## config.mk

```make
export PLATFORM = sky130hd
export DESIGN_NAME = flash_wp_ctrl
export DESIGN_NICKNAME = d
export VERILOG_FILES = /design/src/rtl/fwp_pkg.sv /design/src/rtl/fwp_datapath.sv /design/src/rtl/fwp_control.sv /design/src/rtl/flash_wp_ctrl.sv
export SDC_FILE = /design/constraint.sdc
export NUM_CORES = 1
export LEC_CHECK = 0
export BUFFER_PORTS_ARGS = -buffer_cell sky130_fd_sc_hd__buf_2
export CAP_MARGIN = 20
export CORE_AREA = 2 2 91 93
export CTS_BUF_LIST = sky130_fd_sc_hd__clkbuf_8
export CTS_CLUSTER_SIZE = 40
export DETAILED_ROUTE_END_ITERATION = 8
export DIE_AREA = 0 0 93 95
export MAX_ROUTING_LAYER = met4
export PLACE_DENSITY = 0.49
export SYNTH_ARGS = -nofsm -noshare
export SYNTH_HDL_FRONTEND = slang
export SYNTH_HIERARCHICAL = 1
export SYNTH_SLANG_ARGS = --single-unit
```

## constraint.sdc

```tcl
create_clock -name clk -period 6.05 [get_ports clk]
set_input_delay 0.605 -clock clk [delete_from_list [all_inputs] [get_ports clk]]
set_output_delay 0.605 -clock clk [all_outputs]
set_load 0.01 [all_outputs]
```

## src/rtl/fwp_pkg.sv

```systemverilog
package fwp_pkg;
  // Low configuration byte; field order follows the register bit positions.
  typedef struct packed {
    logic [3:0] rangeCode;
    logic       rangeFromTop;
    logic       readEdgeRise;
    logic [1:0] holdMode;
  } cfgFields_t;

  // Strobes from control to datapath.
  typedef struct packed {
    logic cfgLoad;
    logic rdCapture;
  } dpStrobe_t;

  localparam logic [7:0] CFG_RESET = 8'h09;
  localparam int MAX_SIZED_CODE = 8;
endpackage

```

## src/rtl/fwp_datapath.sv

```systemverilog
module fwp_datapath
  import fwp_pkg::*;
#(
  parameter int SECTOR_AW   = 14,
  parameter int GROUP_SHIFT = 6,
  parameter int CFG_W       = 16
) (
  input  logic                 clk,
  input  logic                 rstN,
  input  dpStrobe_t            strb,
  input  logic [CFG_W-1:0]     cfgWrData,
  input  logic [SECTOR_AW-1:0] sector,
  output logic                 inRange,
  output cfgFields_t           cfgNow,
  output logic                 rdValid,
  output logic [CFG_W-1:0]     rdData
);
  localparam int GROUP_AW = SECTOR_AW - GROUP_SHIFT;
  localparam logic [SECTOR_AW:0] TOTAL = (SECTOR_AW+1)'(1) << SECTOR_AW;

  cfgFields_t cfgReg;
  logic [SECTOR_AW:0] protCount;
  logic [SECTOR_AW:0] sectorExt;
  logic [4:0]         codeIdx;

  always_ff @(posedge clk or negedge rstN) begin
    if (!rstN) cfgReg <= cfgFields_t'(CFG_RESET);
    else if (strb.cfgLoad) cfgReg <= cfgFields_t'(cfgWrData[7:0]);
  end

  assign codeIdx = {1'b0, cfgReg.rangeCode} - 5'd1;

  // Number of protected sectors, saturated to the array size.
  always_comb begin
    if (cfgReg.rangeCode == 4'd0)
      protCount = '0;
    else if (int'(cfgReg.rangeCode) > MAX_SIZED_CODE || int'(codeIdx) >= GROUP_AW)
      protCount = TOTAL;
    else
      protCount = (SECTOR_AW+1)'(1) << (int'(codeIdx) + GROUP_SHIFT);
  end

  assign sectorExt = {1'b0, sector};
  assign inRange   = cfgReg.rangeFromTop ? (sectorExt >= (TOTAL - protCount))
                                         : (sectorExt < protCount);

  always_ff @(posedge clk or negedge rstN) begin
    if (!rstN) begin
      rdValid <= 1'b0;
      rdData  <= '0;
    end else begin
      rdValid <= strb.rdCapture;
      if (strb.rdCapture) rdData <= {{(CFG_W-8){1'b0}}, cfgReg};
    end
  end

  assign cfgNow = cfgReg;
endmodule

```

## src/rtl/fwp_control.sv

```systemverilog
module fwp_control
  import fwp_pkg::*;
(
  input  logic      clk,
  input  logic      rstN,
  input  logic      wpN,
  input  logic      wrenCmd,
  input  logic      wrdiCmd,
  input  logic      cfgWrCmd,
  input  logic      cfgRdCmd,
  input  logic      writeReq,
  input  logic      inRange,
  output dpStrobe_t strb,
  output logic      wel,
  output logic      allowed,
  output logic      rejected
);
  logic writeGrant;
  logic cfgGrant;

  assign writeGrant = writeReq & wel & wpN & ~inRange;
  assign cfgGrant   = cfgWrCmd & wel & wpN;

  assign strb.cfgLoad   = cfgGrant;
  assign strb.rdCapture = cfgRdCmd;

  always_ff @(posedge clk or negedge rstN) begin
    if (!rstN) begin
      wel      <= 1'b0;
      allowed  <= 1'b0;
      rejected <= 1'b0;
    end else begin
      if (writeGrant || cfgGrant || wrdiCmd) wel <= 1'b0;
      else if (wrenCmd)                      wel <= 1'b1;
      allowed  <= writeGrant;
      rejected <= writeReq & ~writeGrant;
    end
  end
endmodule

```

## src/rtl/flash_wp_ctrl.sv

```systemverilog
module flash_wp_ctrl
  import fwp_pkg::*;
#(
  parameter int SECTOR_AW   = 14,
  parameter int GROUP_SHIFT = 6,
  parameter int CFG_W       = 16
) (
  input  logic                 clk,
  input  logic                 rstN,
  input  logic                 wpN,
  input  logic                 wrenCmd,
  input  logic                 wrdiCmd,
  input  logic                 cfgWrCmd,
  input  logic [CFG_W-1:0]     cfgWrData,
  input  logic                 cfgRdCmd,
  input  logic                 writeReq,
  input  logic [SECTOR_AW-1:0] writeSector,
  output logic                 writeAllowed,
  output logic                 writeRejected,
  output logic                 writeEnabled,
  output logic                 cfgRdValid,
  output logic [CFG_W-1:0]     cfgRdData,
  output logic                 readEdgeRise,
  output logic [1:0]           holdPinMode
);
  dpStrobe_t  strb;
  cfgFields_t cfgNow;
  logic       inRange;

  fwp_control u_ctrl (
    .clk(clk), .rstN(rstN), .wpN(wpN), .wrenCmd(wrenCmd), .wrdiCmd(wrdiCmd),
    .cfgWrCmd(cfgWrCmd), .cfgRdCmd(cfgRdCmd), .writeReq(writeReq),
    .inRange(inRange), .strb(strb), .wel(writeEnabled),
    .allowed(writeAllowed), .rejected(writeRejected)
  );

  fwp_datapath #(.SECTOR_AW(SECTOR_AW), .GROUP_SHIFT(GROUP_SHIFT), .CFG_W(CFG_W)) u_dp (
    .clk(clk), .rstN(rstN), .strb(strb), .cfgWrData(cfgWrData),
    .sector(writeSector), .inRange(inRange), .cfgNow(cfgNow),
    .rdValid(cfgRdValid), .rdData(cfgRdData)
  );

  assign readEdgeRise = cfgNow.readEdgeRise;
  assign holdPinMode  = cfgNow.holdMode;
endmodule

```

==> results.md <==
- Leak: 1.07 nW
- Post-cts resize count: 0
- Initial core utilization: 24.9%
- EDFF count, synth: 0
- First-pass GRT wire length: 7760 µm
- Arr. time, crit path: 4.90 ns
- WS Path Type: register to register
- Reg-to-Reg End: u_ctrl/wel$_DFFE_PN0P_
- Die area: 8840 µm²
- GRT Overall Usage: 11.1%
- Grt peak-use layer: met2
- Min cycle time layout: 4.74 ns
- TritonCTS Sinks: 20
- H-tree depth: 1
- RSZ-0062 raised after global routing: false
- Hold Fails Final Rpt: 0
- Synthesized flop and latch total: 20
- Critical Path Most Common Cell: ha_1
- Final Core Density: 29.1%
- Vias per inst: 4.67
- Register area share after synthesis: 25.5%
- Async S/R FF share, synth: 100%
- Pwr dens: 406 nW/µm²
- Layout cells sized above 1: 29.2%
- Standard-cell rows: 33
- Period utilization: 78.3%
- # port buffers: 44
- First-pass iteration count of the detailed router: 4
- Gr ovfl total: 0
- Postcts setup bufs: 0
- Area Overhead vs Synth: 16.7%
- Worst Hold Class: primary input to asynchronous set/reset pin
- Max Fclk: 211 MHz
- Critical path, cell by cell: inv_1 > ha_1 > xnor2_1 > ha_1 > inv_1 > nor4b_2 > and2_1 > inv_1 > ha_1 > o311ai_4 > mux2i_1 > a21o_1 > ha_1 > nand4_1 > a221oi_1 > o21ai_0 > a211oi_1 > and4b_4 > nor4_2
- Die Span Y: 95 µm
- Yosys cell types: 50
- Final HPWL DP: 3830 µm
- Maximum buffer depth of the clock tree: 2
- Synth Instances: 214
- Total CTS buffers: 3
- Fill cells: 866
- Largest net degree at the start of global routing: 21
- CTS tree: yes
- Crit-path slowest cell: nor4b_2
- Worst EP required: 6.21 ns
- WL final: 4710 µm
- Reg2Reg Setup Slack: 1.31 ns
- Area occupied by multi-input gates: 1320 µm²
- Clk root buf: clkbuf_8
- Slowest Stage Delay on Critical Path: 0.49 ns
- Crit Path Max Fanout: 7
- Core region area: 7930 µm²
- Vias in the first global route: 1706
- Path depth of the worst reg2reg path: 19
- Placer congestion estimate: 0.896
- Prevailing post-synth register cell: dfrtp_1
- Wirelength per Cell: 13.2 µm
- Met2 Use GR: 18.3%
- Worst VDD drop: 0.172 mV
- Max Slew Vio Count: 0
- Number of antenna violations at the first check in global routing: 0
- Sequential Area: 503 µm²
- Vias: 1671
- Global-route track usage on met1: 14.9%
- Post-Syn Area: 1980 µm²
- Setup crit end kind: register
- Critical path startpoint category: register
- Routed Antenna Nets: 0
- Final setup fails: 0
- Skew final: 0.00222 ns
- Syn avg cell area: 9.23 µm²
- Status: finished clean
- Die width: 93 µm
- ANT cells: 0
- Total Nets Final: 322
- Met3 GRT Util: 1.76%
- DRC viols: 0
- Max-cap viol count: 0
- Reg clk slew, reported paths: 0.07 ns
- CTS Hold Bufs: 0
- Drt first-iter violations: 72
- RR Startpoint: u_dp/cfgNow[5]$_DFFE_PN0P_
- Sum Neg Setup Slack: 0 ns
- Yosys warns: 6
- Clock insertion delay at the later pin of the skew report: 0.25 ns
- I/O Pins: 61
[cell usage in the layout, fill, tap and decap left out, types with 2 or more instances in the layout]
cell type,n
nor2_1,8
nand4_1,3
mux2i_1,2
a2111oi_0,3
o21a_1,2
buf_2,44
xnor2_1,5
o211a_1,2
dfstp_2,2
conb_1,8
ha_1,30
a31oi_1,2
a211oi_1,3
nand3_1,7
a21oi_1,7
buf_4,2
nor2b_1,3
inv_1,14
mux2_2,14
and2_1,3
o2111ai_1,4
a21o_1,5
clkbuf_8,4
nand2_1,20
and3_1,3
o21ai_0,11
nor3_1,3
dfrtp_1,18
[critical path, delay by kind of cell (launching register included)]
kind	cells	cell delay [ns]
AND/OR/NAND/NOR	5	1.32
AO/OA/AOI/OAI	5	1.16
adder cells (fa/ha/maj)	4	1.14
flip-flops	1	0.44
buffers and inverters	3	0.28
XOR/XNOR	1	0.18
multiplexers	1	0.13
[Yosys cell counts (2+ instances only)]
library cell,count,area [µm²]
ha_1,30,375
o211a_1,2,20.0
nor3_1,3,15.0
a211oi_1,3,22.5
a2111oi_0,3,26.3
nand2_1,20,75.1
a31oi_1,2,12.5
dfrtp_1,18,450
mux2_2,14,158
o21ai_0,11,55.1
and2_1,3,18.8
xnor2_1,5,43.8
nor2b_1,3,18.8
nand4_1,3,18.8
nand3_1,7,35.0
a21o_1,5,37.5
dfstp_2,2,52.6
a21oi_1,7,35.0
buf_4,11,82.6
o2111ai_1,4,35.0
and3_1,3,18.8
nor2_1,8,30.0
o21a_1,2,15.0
clkbuf_1,5,18.8
mux2i_1,2,20.0
inv_1,14,52.6
[layer usage]
| layer | routed length, µm | share of wire (%) |
|---|---|---|
| met2 | 2120 | 45 |
| met3 | 362 | 7.7 |
| met1 | 2220 | 47 |
| met4 | 6 | 0.13 |
| met5 | 0 | 0 |
[registers in the layout (all words and copies together) (netlist names)]
| register | count |
|---|---|
| u_dp/cfgNow | 8 |
| u_dp/rdData | 8 |
| u_ctrl/allowed | 1 |
| u_ctrl/rejected | 1 |
| u_ctrl/wel | 1 |
| u_dp/rdValid | 1 |
[report_power, final]
group	total [W]	internal, W	switching (W)
Combinational	0.000632	0.000260	0.000372
Clock	0.0000986	0.0000578	0.0000408
Sequential	0.000205	0.000173	0.0000319
[cells by family (layout without fill, tap and decap cells)]
family          after synthesis  after routing  share of synthesized area, %
simple gates                 61             61                          17.2
compound gates               47             47                          17.6
buf+inv                      33             65                          8.93
fa+ha+maj                    30             30                          19.0
flops                        20             20                          25.5
mux                          16             16                          8.99
xor+xnor                      6              6                          2.66
other cells                   1              8                         0.190
[layout make-up]
class | count | area share [%]
Clock buffer | 4 | 2.39
Multi-Input combinational cell | 168 | 57.4
Inverter | 15 | 2.55
Sequential cell | 20 | 21.8
Timing Repair Buffer | 46 | 10.2
Tap cell | 105 | 5.70
[stage by stage]
| step | instances | hold slack, ns | instance area [µm²] | power [W] | worst slack, ns |
|---|---|---|---|---|---|
| 6_report | 358 | 0.286 | 2310 | 0.000936 | 1.31 |
| 5_1_grt | 358 | 0.322 | 2310 | 0.00103 | 0.858 |
| 4_1_cts | 358 | 0.294 | 2310 | 0.000941 | 1.23 |
| 3_5_place_dp | 354 | 0.491 | 2250 | 0.000836 | 1.29 |
| 3_3_place_gp | 354 | 0.486 | 2250 | 0.000831 | 1.34 |
| 2_1_floorplan | 221 | 0.309 | 2000 | 0.000680 | 1.77 |
[worst max-delay path by stage]
| stage | start | to | slack [ns] | cells past startpoint |
|---|---|---|---|---|
| after global placement | u_dp/cfgNow[5]$_DFFE_PN0P_ | u_ctrl/wel$_DFFE_PN0P_ | 1.34 | 19 |
| after detailed placement | u_dp/cfgNow[5]$_DFFE_PN0P_ | u_ctrl/wel$_DFFE_PN0P_ | 1.29 | 19 |
| final | u_dp/cfgNow[5]$_DFFE_PN0P_ | u_ctrl/wel$_DFFE_PN0P_ | 1.31 | 19 |
| after floorplan | u_dp/cfgNow[4]$_DFFE_PN0P_ | u_ctrl/wel$_DFFE_PN0P_ | 1.77 | 21 |
| after CTS | u_dp/cfgNow[5]$_DFFE_PN0P_ | u_ctrl/wel$_DFFE_PN0P_ | 1.23 | 19 |
| after global routing | u_dp/cfgNow[5]$_DFFE_PN0P_ | u_ctrl/wel$_DFFE_PN0P_ | 0.86 | 19 |
Power figures use the tool's default switching activity.
